--- src/rtl/plfsr_pkg.sv ---
package plfsr_pkg;
  localparam int BASE_ORDER = 7;
  localparam int BASE_TAP   = 4;
  localparam logic [BASE_ORDER-1:0] DEFAULT_SEED = 7'h7F;

  typedef enum logic {PH_FILL, PH_RUN} lfsrPhase_t;

  typedef struct packed {
    logic loadDefault;
    logic loadSeed;
    logic fillStep;
    logic runStep;
  } lfsrStrobes_t;
endpackage

--- src/rtl/plfsr_ctrl.sv ---
module plfsr_ctrl
  import plfsr_pkg::*;
#(
  parameter int LEVEL = 1
) (
  input  logic         clk,
  input  logic         rst,
  input  logic         load,
  input  logic         seedNonZero,
  input  logic         en,
  output lfsrStrobes_t st,
  output logic         running
);
  localparam int FILL_LEN = BASE_ORDER * ((1 << LEVEL) - 1);
  localparam int CW = (FILL_LEN > 0) ? $clog2(FILL_LEN + 1) : 1;

  lfsrPhase_t phase;
  logic [CW-1:0] fillCnt;

  always_comb begin
    st.loadDefault = rst;
    st.loadSeed    = !rst && load && seedNonZero;
    st.fillStep    = !rst && !st.loadSeed && (phase == PH_FILL);
    st.runStep     = !rst && !st.loadSeed && (phase == PH_RUN) && en;
  end

  assign running = (phase == PH_RUN);

  always_ff @(posedge clk) begin
    if (st.loadDefault || st.loadSeed) begin
      fillCnt <= CW'(FILL_LEN);
      phase   <= (FILL_LEN == 0) ? PH_RUN : PH_FILL;
    end else if (st.fillStep) begin
      fillCnt <= fillCnt - CW'(1);
      if (fillCnt == CW'(1)) phase <= PH_RUN;
    end
  end

  // a fill phase always has cycles left to run
  a_r4_fill_counted: assert property (@(posedge clk) disable iff (rst)
    (phase == PH_FILL) |-> (fillCnt != '0));

  // the fill and the word output never advance in the same cycle
  a_r4_fill_excludes_run: assert property (@(posedge clk) disable iff (rst)
    $onehot0({st.fillStep, st.runStep, st.loadSeed}));

  if (FILL_LEN == 0) begin : g_nofill
    a_r7_load_restarts: assert property (@(posedge clk) disable iff (rst)
      st.loadSeed |=> running);
  end else begin : g_fill
    a_r7_load_restarts: assert property (@(posedge clk) disable iff (rst)
      st.loadSeed |=> (!running && fillCnt == CW'(FILL_LEN)));
  end
endmodule

--- src/rtl/plfsr_datapath.sv ---
module plfsr_datapath
  import plfsr_pkg::*;
#(
  parameter int LEVEL = 1,
  localparam int WORD_W = BASE_TAP << LEVEL
) (
  input  logic                  clk,
  input  lfsrStrobes_t          st,
  input  logic [BASE_ORDER-1:0] seed,
  output logic [WORD_W-1:0]     word
);
  localparam int HIST_W = BASE_ORDER << LEVEL;

  logic [HIST_W-1:0]     hist;
  logic [HIST_W-1:0]     seedFrame;
  logic [BASE_ORDER-1:0] selSeed;
  logic [WORD_W-1:0]     nextBits;
  logic                  fillBit;

  assign selSeed = st.loadDefault ? DEFAULT_SEED : seed;

  always_comb begin
    seedFrame = '0;
    seedFrame[HIST_W-1 -: BASE_ORDER] = selSeed;
  end

  // serial start-up recurrence on the newest seven bits at the top
  assign fillBit = hist[HIST_W-BASE_TAP] ^ hist[HIST_W-BASE_ORDER];

  // transformed recurrence: the word is formed from independent taps
  for (genvar k = 0; k < WORD_W; k++) begin : g_tap
    assign nextBits[k] = hist[k] ^ hist[HIST_W-WORD_W+k];
  end

  always_ff @(posedge clk) begin
    if (st.loadDefault || st.loadSeed) hist <= seedFrame;
    else if (st.fillStep) hist <= {fillBit, hist[HIST_W-1:1]};
    else if (st.runStep)  hist <= {nextBits, hist[HIST_W-1:WORD_W]};
  end

  assign word = hist[WORD_W-1:0];

  a_r8_state_nonzero: assert property (@(posedge clk) disable iff (st.loadDefault)
    hist != '0);

  a_r1_seed_placed: assert property (@(posedge clk) disable iff (st.loadDefault)
    st.loadSeed |=> (hist[HIST_W-1 -: BASE_ORDER] == $past(seed)));
endmodule

--- src/rtl/plfsr_lookahead.sv ---
module plfsr_lookahead
  import plfsr_pkg::*;
#(
  parameter int LEVEL = 1,
  localparam int WORD_W = BASE_TAP << LEVEL
) (
  input  logic                  clk,
  input  logic                  rst,
  input  logic                  load,
  input  logic [BASE_ORDER-1:0] seedIn,
  input  logic                  en,
  output logic [WORD_W-1:0]     dataOut,
  output logic                  dataValid
);
  lfsrStrobes_t st;
  logic running;

  plfsr_ctrl #(.LEVEL(LEVEL)) u_ctrl (
    .clk(clk), .rst(rst), .load(load), .seedNonZero(seedIn != '0),
    .en(en), .st(st), .running(running)
  );

  plfsr_datapath #(.LEVEL(LEVEL)) u_dp (
    .clk(clk), .st(st), .seed(seedIn), .word(dataOut)
  );

  assign dataValid = running && en;

  a_r2_valid_needs_en: assert property (@(posedge clk) disable iff (rst)
    dataValid |-> en);

  a_r5_zero_seed_ignored: assert property (@(posedge clk) disable iff (rst)
    (load && seedIn == '0 && !en && !st.fillStep) |=> $stable(dataOut));
endmodule

--- config.mk ---
export PLATFORM = sky130hd
export DESIGN_NAME = plfsr_lookahead
export DESIGN_NICKNAME = d
export VERILOG_FILES = /design/src/rtl/plfsr_pkg.sv /design/src/rtl/plfsr_ctrl.sv /design/src/rtl/plfsr_datapath.sv /design/src/rtl/plfsr_lookahead.sv
export SDC_FILE = /design/constraint.sdc
export NUM_CORES = 1
export LEC_CHECK = 0
export CAP_MARGIN = 20
export CORE_ASPECT_RATIO = 1.25
export CORE_UTILIZATION = 46
export CTS_BUF_LIST = sky130_fd_sc_hd__clkbuf_2
export CTS_CLUSTER_DIAMETER = 80
export DETAILED_ROUTE_END_ITERATION = 10
export DONT_BUFFER_PORTS = 1
export HOLD_SLACK_MARGIN = 0.03
export PLACE_DENSITY_LB_ADDON = 0.15
export SYNTH_ARGS = -nofsm -noshare
export SYNTH_HDL_FRONTEND = slang
export SYNTH_SLANG_ARGS = --single-unit
--- constraint.sdc ---
create_clock -name clk -period 2.19 [get_ports clk]
set_clock_uncertainty 0.2 [all_clocks]
set_input_delay 0.3285 -clock clk [delete_from_list [all_inputs] [get_ports clk]]
set_output_delay 0.3285 -clock clk [all_outputs]
set_load 0.02 [all_outputs]
# Word level (Yosys, flattened, before mapping)
# Index checks and enable logic that the tools add are counted.
[classes] addsub=1 n_eq_ne=1 mux=4 bitwise=10 reduce_logical=14
[ops] operator="two-way mux 14 bit" count=3
[ops] operator="XOR 1 bit" count=9
[ops] operator="logical AND 1 bit" count=7
[ops] operator="two-way mux 7 bit" count=1
[ops] operator="nonzero test 7 bit" count=1
[ops] operator="equality test 3 x 1 -> 1 bit (second input constant)" count=1
[ops] operator="nonzero test 3 bit" count=1
[ops] operator="subtractor 3 x 1 -> 3 bit (second input constant)" count=1
[ops] operator="logical NOT 1 bit" count=2
[ops] operator="AND reduction 2 bit" count=1
[ops] operator="nonzero test 2 bit" count=1
[ops] operator="logical OR 1 bit" count=1
[ops] operator="inverter 1 bit" count=1
[totals] regBits=18 in_bits=11 out_inout_bits=9 word_cells=34

# Depth between registers and ports, before layout
# Gate-level depths: netlist of run 1.
[logic_depth] ltp_word=10 mapped_depth=5 ltp_nobuf=5

# By module
# From an unflattened synthesis of run 1, not the netlist that was laid out.
[hier_totals] hier_cells=108 hier_area_um2=1081.0
[by_module_without_submodules] mod="plfsr_datapath" instances=1 cells_per_inst=81 area_per_inst_um2=847.1 seq_area_each_um2=350.3
[by_module_without_submodules] mod="plfsr_ctrl" instances=1 cells_per_inst=23 area_per_inst_um2=212.7 seq_area_each_um2=80.1
[by_module_without_submodules] mod="plfsr_lookahead" instances=1 cells_per_inst=4 area_per_inst_um2=21.3 seq_area_each_um2=0.0

# Least setup slack after synthesis of run 1
# Ideal clock, no wire load.
[synth_timing] kind="input port to flip-flop" startpoint="in seedIn[3]" endpoint="reg u_dp.hist[10], enable pin" setup_time_ns=0.300 t_arrival_ns=1.820 required_time_ns=1.690 path_slack_ns=-0.130 path_stages=3 path_buffers=0 cell_sequence="or4_4 o41a_1 or4b_1"
[synth_via] elab_chain_len=7 word_cells_on_any_way=9 classes_between="reduce/logical: 9"
[synth_rtl] element="start, declared" line="plfsr_lookahead.sv:10" source="input logic [BASE_ORDER-1:0] seedIn,"
[synth_rtl] element="nonzero test 7 bit (*)" line="plfsr_lookahead.sv:19" source=".clk(clk), .rst(rst), .load(load), .seedNonZero(seedIn != '0),"
[synth_rtl] element="logical AND 1 bit (*)" line="plfsr_ctrl.sv:22" source="st.loadSeed = !rst && load && seedNonZero;"
[synth_rtl] element="logical NOT 1 bit" line="plfsr_ctrl.sv:23, plfsr_ctrl.sv:24"
[synth_rtl] element="logical AND 1 bit" line="plfsr_ctrl.sv:23, plfsr_ctrl.sv:24"
[synth_rtl] element="logical AND 1 bit (2 in series)" line="plfsr_ctrl.sv:24" source="st.runStep = !rst && !st.loadSeed && (phase == PH_RUN) && en;"
[synth_rtl] element="nonzero test 3 bit (no source line) (*)"
[synth_rtl] element="end signal, assigned" line="plfsr_datapath.sv:36" source="if (st.loadDefault || st.loadSeed) hist <= seedFrame;"
[synth_rtl] element="end signal, assigned" line="plfsr_datapath.sv:37" source="else if (st.fillStep) hist <= {fillBit, hist[HIST_W-1:1]};"
[synth_rtl] element="end signal, assigned" line="plfsr_datapath.sv:38" source="else if (st.runStep) hist <= {nextBits, hist[HIST_W-1:WORD_W]};"
[synth_rtl] element="end, declared" line="plfsr_datapath.sv:14" source="logic [HIST_W-1:0] hist;"
# Mark *: on every way between the ends. The rest lies on a longest branch, timed or not.
# A chain may end at the register's enable or synchronous reset.

# Worst setup path after layout of run 1
[layout_timing] startpoint="reg u_ctrl.phase (netlist: u_ctrl.running)" endpoint="out dataValid"
[layout_via] elab_chain_len=1
[layout_rtl] element="start, declared" line="plfsr_ctrl.sv:17" source="lfsrPhase_t phase;"
[layout_rtl] element="start signal, assigned" line="plfsr_ctrl.sv:32" source="phase <= (FILL_LEN == 0) ? PH_RUN : PH_FILL;"
[layout_rtl] element="logical AND 1 bit" line="plfsr_lookahead.sv:27" source="assign dataValid = running && en;"
[layout_rtl] element="end, declared" line="plfsr_lookahead.sv:13" source="output logic dataValid"
# No other way between the ends.

==> impl_metrics.json, run 1 <==
{
  "post-synth-top-count-cell": "nor2_1",
  "cts_buffer_depth": 2,
  "holdWs_ns": 0.0967,
  "grt_pass1_wl_um": 3530,
  "layout.nets": 120,
  "cts-root-buf": "clkbuf_2",
  "post_cts.repair.setup_buffers": 0,
  "cp.required_ns": 1.66,
  "synth_area_per_cell_sq_um": 10.4,
  "min_period_over_period_pct": 89.2,
  "end_kind": "output port",
  "hold_path_depth": 2,
  "drt_iter0_drc": 14,
  "synth_commonest_cells": "13 x nor2_1, 11 x dfxtp_1",
  "fin_util_pct": 53.5,
  "ys_seq_area_share_pct": 39.7,
  "p_seq_share_pct": 62.7,
  "tns_ns": 0,
  "cts_sinks": 18,
  "setup_violations": 0,
  "coreArea_sq_um": 2210,
  "synth_area_sq_um": 1080,
  "nFillCells": 210,
  "layout.cells.non_filler": 137,
  "ys_types": 24,
  "r2r_start": "u_ctrl.running$_SDFFE_PP0P_",
  "cts_tree": "done",
  "ys_seq_elements": 18,
  "path_class": "flip-flop to output port",
  "rows": 19,
  "drc": 0,
  "hold_start": "en",
  "antenna_found_initial": 0,
  "hold_viol": 0,
  "outcome": "finished, final reports clean",
  "port-buffer-count": 0,
  "dp.cells": 123,
  "ios": 20,
  "wire_per_inst_um": 15.3,
  "synth_edf_count": 7,
  "pwr_density_cell_nw_per_um2": 513,
  "yosysTopAreaCellShare_pct": 20.3,
  "yosysWarningCount": 0,
  "yosys.area.top_type": "dfxtp_1",
  "synthTopCellsByArea": "dfxtp_1 20%, edfxtp_1 19%, a2111oi_2 9.7%, mux2i_1 7.4%, xnor2_1 6.5%",
  "critPathLaunchType": "flip-flop",
  "wirelength_um": 2100,
  "drv_slew": 0,
  "grt_pass1_vias": 754,
  "p_comb_share_pct": 13.8,
  "drt-pass1-iter-count": 4,
  "ant_nets": 0,
  "grt_max_degree": 19,
  "path_max_fanout": 18,
  "num_antenna_cells": 0,
  "swShare_pct": 26.3,
  "power.internal_uw": 447,
  "power.switching_uw": 159,
  "cap_violations": 0,
  "fmax_mhz": 512,
  "dieArea_sq_um": 2550,
  "start_util_pct": 49.0,
  "die_h_um": 56.3,
  "gp_congestion": 0.718,
  "relSlewSlack_pct": 46.1,
  "multi_input_area_sq_um": 544,
  "numCtsBuffers": 3,
  "cp.arrival_ns": 1.42,
  "via_per_inst": 5.51,
  "vias": 755,
  "rrSetupSlack_ns": 0.55,
  "async_flop_share_pct": 0,
  "overflow": 0,
  "hpwl_um": 1400,
  "area_delta_synth_final_pct": 9.12,
  "hold_end": "u_dp.hist[0]$_SDFFE_PP0P_",
  "groute.usage.overall_pct": 19.1,
  "syn_inst": 104,
  "clock_latency_ns": 0.30,
  "rsz0062_at_grt": "false",
  "drive_gt1_share_pct": 17.9,
  "die_x_um": 45.4,
  "p_leak_nw": 0.421,
  "htreeDepth": 1,
  "rr_worst_depth": 4,
  "ys.flop_type": "dfxtp_1",
  "period_needed_ns": 1.95,
  "final_area_sq_um": 1180,
  "hp-class": "input port to flip-flop",
  "clkPwrFrac_pct": 23.5,
  "clk_pin_slew_ns": 0.17,
  "dpl_cell_area_sq_um": 1060,
  "reg2reg_to": "u_ctrl.fillCnt[2]$_SDFFE_PP1P_",
  "worst_pin_slew_ns": 0.806,
  "seqCellArea_sq_um": 432,
  "syn_nets": 117,
  "ir_worst_vdd_mv": 0.327
}
per-layer routing:
layer / global-route usage [%] / up-vias / wire length, um
met5: 0 / - / 0
met4: 7.79 / 0 / 13
met3: 4.50 / 2 / 99
met2: 27.8 / 20 / 1020
met1: 26.8 / 352 / 967
li1: - / 381 / -
how the worst max path moves through the flow:
stage / startpoint / slack [ns] / cells past startpoint / to
6_report: u_ctrl.running$_SDFFE_PP0P_ / 0.24 / 2 / dataValid
3_3_place_gp: seedIn[3] / -0.02 / 3 / u_dp.hist[7]$_DFFE_PP_
5_1_grt: u_ctrl.running$_SDFFE_PP0P_ / 0.10 / 2 / dataValid
4_1_cts: u_ctrl.running$_SDFFE_PP0P_ / 0.04 / 2 / dataValid
2_1_floorplan: seedIn[3] / -0.04 / 3 / u_dp.hist[10]$_DFFE_PP_
3_5_place_dp: seedIn[3] / -0.03 / 3 / u_dp.hist[7]$_DFFE_PP_
layout make-up:
class	instances	area share (%)
multi-input combinational	66	46.0
tap	31	3.28
sequential	18	36.5
clock inverter	1	0.317
clock buffer	3	1.27
inverter	3	0.952
timing repair buffer	15	11.6
critical path, stage by stage (launching register included):
cell and delay [ns]:
dfxtp_2 0.53, buf_4 0.32, and2_1 0.28
logic make-up after synthesis:
logic type      after synthesis  synth area share [%]
xor+xnor                     10                  8.08
buf+inv                      20                  10.4
compound gates               24                  21.9
fa+ha+maj                     2                  2.31
mux                           8                  7.39
flops                        18                  39.7
simple gates                 22                  10.2
power groups by stage:
stage | Sequential [mW] | Combinational (mW) | Clock, mW
floorplan | 0.380 | 0.0701 | 0
global placement | 0.387 | 0.0607 | 0
detailed placement | 0.388 | 0.0618 | 0
CTS | 0.381 | 0.0794 | 0.147
global route | 0.383 | 0.0934 | 0.165
finish | 0.381 | 0.0836 | 0.143
cells in the final DEF, fill, tap and decap left out:
cell type / count
xnor2_1: 8
nor2b_1: 1
o41a_1: 1
dfxtp_1: 10
xor2_1: 2
or4_4: 1
a21oi_1: 8
dlygate4sd3_1: 10
dfxtp_2: 1
nand2_1: 1
inv_1: 3
o41ai_2: 1
mux2i_1: 8
and2_1: 1
ha_1: 2
nor2_1: 13
o21ai_0: 1
a221o_1: 6
clkbuf_2: 3
or4b_4: 1
a2111oi_2: 7
edfxtp_1: 7
clkinv_1: 1
or3_1: 3
buf_4: 5
nor3_1: 1
state kept, by name, summed over array words and instances (netlist names):
signal,cells
u_ctrl.running,1
u_dp.hist,14
u_ctrl.fillCnt,3
repair_timing:
action,4_1_cts,5_1_grt
hold endpoints to repair,18,2
hold buffers,7,3
gates resized for setup,0,1
endpoints found under the setup margin,0,1
metrics by stage:
step | worst slack (ns) | power, mW
after floorplan | -0.0411 | 0.450
after global placement | -0.0156 | 0.448
after detailed placement | -0.0321 | 0.450
after CTS | 0.0371 | 0.607
after global routing | 0.101 | 0.641
final | 0.237 | 0.607
(Power assumes the default switching activity.)
==> inputs of run 2 (changes only) <==
==> constraint.sdc (replaced) <==
create_clock -name clk -period 2.19 [get_ports clk]
set_clock_uncertainty 0.2 [all_clocks]
set_input_delay 0.219 -clock clk [delete_from_list [all_inputs] [get_ports clk]]
set_output_delay 0.219 -clock clk [all_outputs]
set_load 0.02 [all_outputs]
==> run 2 against run 1 <==
Effect of this change:
- fmax decreased by 7.5%
- first-iteration DRC count increased by 21%
- register-to-register slack got worse by 0.45 ns
- cell count increased by 1.5%
- setup slack got worse by 0.16 ns
- via count increased by 5.8%
- sequential cell count unchanged
- sequential share of layout area decreased by 0.69 points
- non-clock buffer count increased by 2
- cell area increased by 2.2%
- critical endpoint is now u_dp.hist[12]$_DFFE_PP_
- largest cell class unchanged
- highest routed layer unchanged
==> impl_metrics.json, run 2 (synthesized netlist as in run 1, its figures left out) <==
{
  "outcome": "finished, final reports clean",
  "largest-register": "u_dp.hist",
  "relSlewSlack_pct": 40.5,
  "cts-root-buf": "clkbuf_2",
  "area_delta_synth_final_pct": 11.5,
  "ir_worst_vdd_mv": 0.378,
  "antenna_found_initial": 0,
  "pwr_density_cell_nw_per_um2": 517,
  "grt_max_degree": 20,
  "p_leak_nw": 0.423,
  "setup_violations": 0,
  "drc": 0,
  "min_period_over_period_pct": 96.3,
  "dr_wl_met2_um": 994,
  "maxUsedRoutingLayer": "met4",
  "multi_input_area_sq_um": 544,
  "path_max_fanout": 19,
  "layout_commonest_cell": "dlygate4sd3_1",
  "hold_viol": 0,
  "via_per_inst": 5.75,
  "period_needed_ns": 2.11,
  "die_h_um": 56.3,
  "drt-pass1-iter-count": 4,
  "hp-class": "input port to flip-flop",
  "dpl_cell_area_sq_um": 1050,
  "final_area_sq_um": 1210,
  "tns_ns": 0,
  "coreArea_sq_um": 2210,
  "port-buffer-count": 0,
  "overflow": 0,
  "groute.usage.overall_pct": 18.9,
  "layout.nets": 122,
  "htreeDepth": 1,
  "cts_tree": "done",
  "numCtsBuffers": 3,
  "clock_latency_ns": 0.32,
  "cp.arrival_ns": 2.01,
  "final_cell_mix": "14 x dlygate4sd3_1, 13 x nor2_1, 9 x dfxtp_1",
  "rows": 19,
  "wirelength_um": 2120,
  "critPathLaunchType": "input port",
  "grt_pass1_vias": 753,
  "drive_gt1_share_pct": 16.7,
  "cts_buffer_depth": 2,
  "path_class": "input port to flip-flop",
  "end_kind": "flip-flop",
  "met1Wirelength_um": 1010,
  "gp_congestion": 0.724,
  "fmax_mhz": 474,
  "nFillCells": 224,
  "cap_violations": 0,
  "rsz0062_at_grt": "false",
  "worst_pin_slew_ns": 0.890,
  "ant_nets": 0,
  "clk_pin_slew_ns": 0.18,
  "wl_met3_um": 79,
  "ios": 20,
  "wire_per_inst_um": 15.3,
  "drv_slew": 0,
  "largest_reg_flops": 14,
  "cp.required_ns": 2.09,
  "seqCellArea_sq_um": 433,
  "cts_sinks": 18,
  "drt_iter0_drc": 17,
  "num_antenna_cells": 0,
  "grt_pass1_wl_um": 3480,
  "die_x_um": 45.4,
  "vias": 799,
  "hpwl_um": 1350,
  "dieArea_sq_um": 2550,
  "post_cts.repair.setup_buffers": 0,
  "start_util_pct": 49.0
}
run 2: changes by cell type in the layout (fill, tap and decap cells not counted):
cell           change
dfxtp_2            +1
buf_4              -2
dlygate4sd3_1      +4
dfxtp_1            -1
run 2: per-stage QoR:
stage	utilization, %	setup WS (ns)	cells	hold WS [ns]	total power [mW]
finish	54.7	0.0801	139	0.147	0.625
floorplan	-	0.0684	104	0.220	0.450
CTS	54.6	0.0540	139	0.140	0.626
global placement	47.4	0.0854	121	0.0974	0.446
detailed placement	47.4	0.0681	121	0.0991	0.447
global route	54.7	0.0232	139	0.144	0.654
run 2: what timing repair did:
item | 4_1_cts | 5_1_grt
endpoints found under the hold margin | 25 | 0
hold buffers | 14 | 0
resized for setup | 0 | 2
endpoints found under the setup margin | 0 | 5
run 2: worst paths after layout:
kind | from | endpoint | slack (ns) | depth (start not counted)
setup / recovery | rst | u_dp.hist[12]$_DFFE_PP_ | 0.08 | 3
hold / removal | seedIn[6] | u_dp.hist[6]$_SDFFE_PP0P_ | 0.15 | 3
setup reg to reg | u_dp.hist[2]$_SDFFE_PP0P_ | u_dp.hist[8]$_DFFE_PP_ | 0.10 | 4
hold reg to reg | u_ctrl.fillCnt[2]$_SDFFE_PP1P_ | u_ctrl.running$_SDFFE_PP0P_ | 0.39 | 3
run 2: cell type report:
cell class / count / area share (%)
clock buffer: 3 / 1.24
clock inverter: 1 / 0.311
sequential: 18 / 35.8
multi-input combinational: 66 / 45.0
timing repair buffer: 17 / 13.5
inverter: 3 / 0.932
tap: 31 / 3.21
run 2: metal layers:
layer	GRT usage (%)	up-vias
met4	9.09	0
met1	25.4	387
met5	0	-
met3	4.18	5
li1	-	383
met2	28.2	24
run 2: critical path, cell delays in order:
cell	delay [ns]
dlygate4sd3_1	0.85
a221o_1	0.38
dlygate4sd3_1	0.55
run 2: power by group:
group / internal [mW] / total, mW / switching (mW) / leakage (nW)
sequential: 0.363 / 0.381 / 0.0180 / 0.156
clock: 0.0397 / 0.152 / 0.113 / 0.0140
combinational: 0.0497 / 0.0923 / 0.0426 / 0.254
total: 0.452 / 0.625 / 0.173 / 0.423
==> inputs of run 3 (changes only) <==
--- a/config.mk
+++ b/config.mk
@@ -7,7 +7,7 @@
 export LEC_CHECK = 0
 export CAP_MARGIN = 20
 export CORE_ASPECT_RATIO = 1.25
-export CORE_UTILIZATION = 46
+export CORE_UTILIZATION = 50
 export CTS_BUF_LIST = sky130_fd_sc_hd__clkbuf_2
 export CTS_CLUSTER_DIAMETER = 80
 export DETAILED_ROUTE_END_ITERATION = 10
==> run 3 against run 2 <==
Effect of this change:
- register-to-register slack better by 0.04 ns
- setup slack worse by 0.0038 ns
- sequential share of layout area up 0.22 points
- critical path type unchanged
- cell area down 0.62%
- clock power about the same
- the flow now finishes with violations (design-rule violations)
- fmax down 0.18%
- critical endpoint is now u_dp.hist[10]$_DFFE_PP_
- die area down 7.7%
- non-clock buffer count up 1
- hold slack worse by 0.099 ns
- via count down 3.9%
==> impl_metrics.json, run 3 (synthesized netlist as in run 1, its figures left out) <==
{
  "num_antenna_cells": 0,
  "cts_tree": "done",
  "wire_per_inst_um": 16.2,
  "tns_ns": 0,
  "grt_pass1_wl_um": 3420,
  "ir_worst_vdd_mv": 0.327,
  "overflow": 0,
  "via_per_inst": 5.95,
  "pwr_density_cell_nw_per_um2": 518,
  "htreeDepth": 1,
  "period_needed_ns": 2.11,
  "layout.cells.non_filler": 129,
  "cts_buffer_depth": 2,
  "drv_slew": 0,
  "outcome": "finished with violations",
  "violations": "design-rule violations",
  "path_class": "input port to flip-flop",
  "post_cts.repair.setup_buffers": 0,
  "start_util_pct": 54.1,
  "cts_sinks": 18,
  "drive_gt1_share_pct": 19.3,
  "cts-root-buf": "clkbuf_2",
  "largest_reg_flops": 14,
  "relSlewSlack_pct": 43.3,
  "final_cell_mix": "13 x nor2_1, 13 x dlygate4sd3_1, 9 x dfxtp_1",
  "nFillCells": 174,
  "vias": 768,
  "grt_max_degree": 20,
  "hold_viol": 0,
  "cp_common_cell": "dlygate4sd3_1",
  "drc": 3,
  "cap_violations": 0,
  "numCtsBuffers": 3,
  "clock_latency_ns": 0.31,
  "layout.nets": 123,
  "drt_iter0_drc": 19,
  "setup_violations": 0,
  "hp-class": "input port to flip-flop",
  "cp.required_ns": 2.08,
  "max_stage_delay_ns": 0.84,
  "coreArea_sq_um": 2000,
  "critical_path.slowest_cell": "dlygate4sd3_1",
  "hpwl_um": 1370,
  "path_max_fanout": 19,
  "wirelength_um": 2090,
  "path_cells": "dlygate4sd3_1, a221o_1, dlygate4sd3_1",
  "area_delta_synth_final_pct": 10.9,
  "dp.cells": 112,
  "p_leak_nw": 0.438,
  "grt_pass1_vias": 789,
  "largest-register": "u_dp.hist",
  "gp_congestion": 0.700,
  "rows": 18,
  "port-buffer-count": 0,
  "die_h_um": 54.0,
  "cp.arrival_ns": 2.00,
  "die_x_um": 43.6,
  "critPathLaunchType": "input port",
  "end_kind": "flip-flop",
  "power_uw": 622,
  "antenna_found_initial": 0,
  "fmax_mhz": 473,
  "holdWs_ns": 0.0472,
  "rrSetupSlack_ns": 0.14,
  "rr_worst_depth": 4,
  "ant_nets": 0,
  "ios": 20,
  "dieArea_sq_um": 2360,
  "hold_path_depth": 2,
  "drt-pass1-iter-count": 7,
  "groute.usage.overall_pct": 20.6,
  "min_period_over_period_pct": 96.5,
  "clk_pin_slew_ns": 0.17,
  "worst_pin_slew_ns": 0.848,
  "rsz0062_at_grt": "false"
}
-- run 3: cell types whose count changed in the layout (fill, tap and decap cells not counted) --
cell / change
clkbuf_2: +1
dlygate4sd3_1: -1
clkinv_1: -1
buf_4: +2
-- run 3: stage by stage --
| stage | util (%) | worst slack (ns) | area (sq um) |
|---|---|---|---|
| floorplan | - | 0.0684 | 1090 |
| global placement | 52.3 | 0.0886 | 1050 |
| detailed placement | 52.3 | 0.0690 | 1050 |
| CTS | 59.8 | 0.0617 | 1200 |
| global route | 59.9 | 0.0580 | 1200 |
| finish | 59.9 | 0.0763 | 1200 |
-- run 3: worst paths after layout --
| path | from | end |
|---|---|---|
| setup / recovery | rst | u_dp.hist[10]$_DFFE_PP_ |
| hold / removal | load | u_dp.hist[7]$_DFFE_PP_ |
| setup reg to reg | u_dp.hist[10]$_DFFE_PP_ | u_dp.hist[10]$_DFFE_PP_ |
| hold reg to reg | u_ctrl.fillCnt[2]$_SDFFE_PP1P_ | u_ctrl.running$_SDFFE_PP0P_ |
-- run 3: where the power goes --
group          switching (mW)  internal [mW]  leakage (nW)  total (mW)
registers              0.0160          0.362         0.156       0.378
logic                  0.0436         0.0483         0.266      0.0919
clock network           0.103         0.0484        0.0166       0.152
-- run 3: worst max-delay path, delay by kind of cell --
| kind | cells | cell delay, ns |
|---|---|---|
| AOI/OAI and AO/OA | 1 | 0.38 |
| buffers and inverters | 2 | 1.40 |
-- run 3: what timing repair did --
item / 4_1_cts / 5_1_grt
hold buffers: 13 / 0
endpoints found under the hold margin: 25 / 0
gates resized for setup: 0 / 2
setup endpoints to repair: 0 / 3
-- run 3: routing by layer --
layer / part of all wire, % / wire length, um / global-route usage (%) / vias up
li1: - / - / - / 386
met1: 44 / 925 / 24.2 / 353
met2: 48 / 1010 / 35.8 / 24
met3: 5.6 / 116 / 4.03 / 5
met4: 1.9 / 39 / 9.38 / 0
met5: 0 / 0 / 0 / -
-- run 3: layout make-up --
class	instances	area, sq um	share of cell area (%)
sequential	18	433	36.0
clock buffer	4	20.0	1.67
multi-input combinational	66	544	45.3
timing repair buffer	18	168	14.0
tap	20	25.0	2.08
inverter	3	11.3	0.938
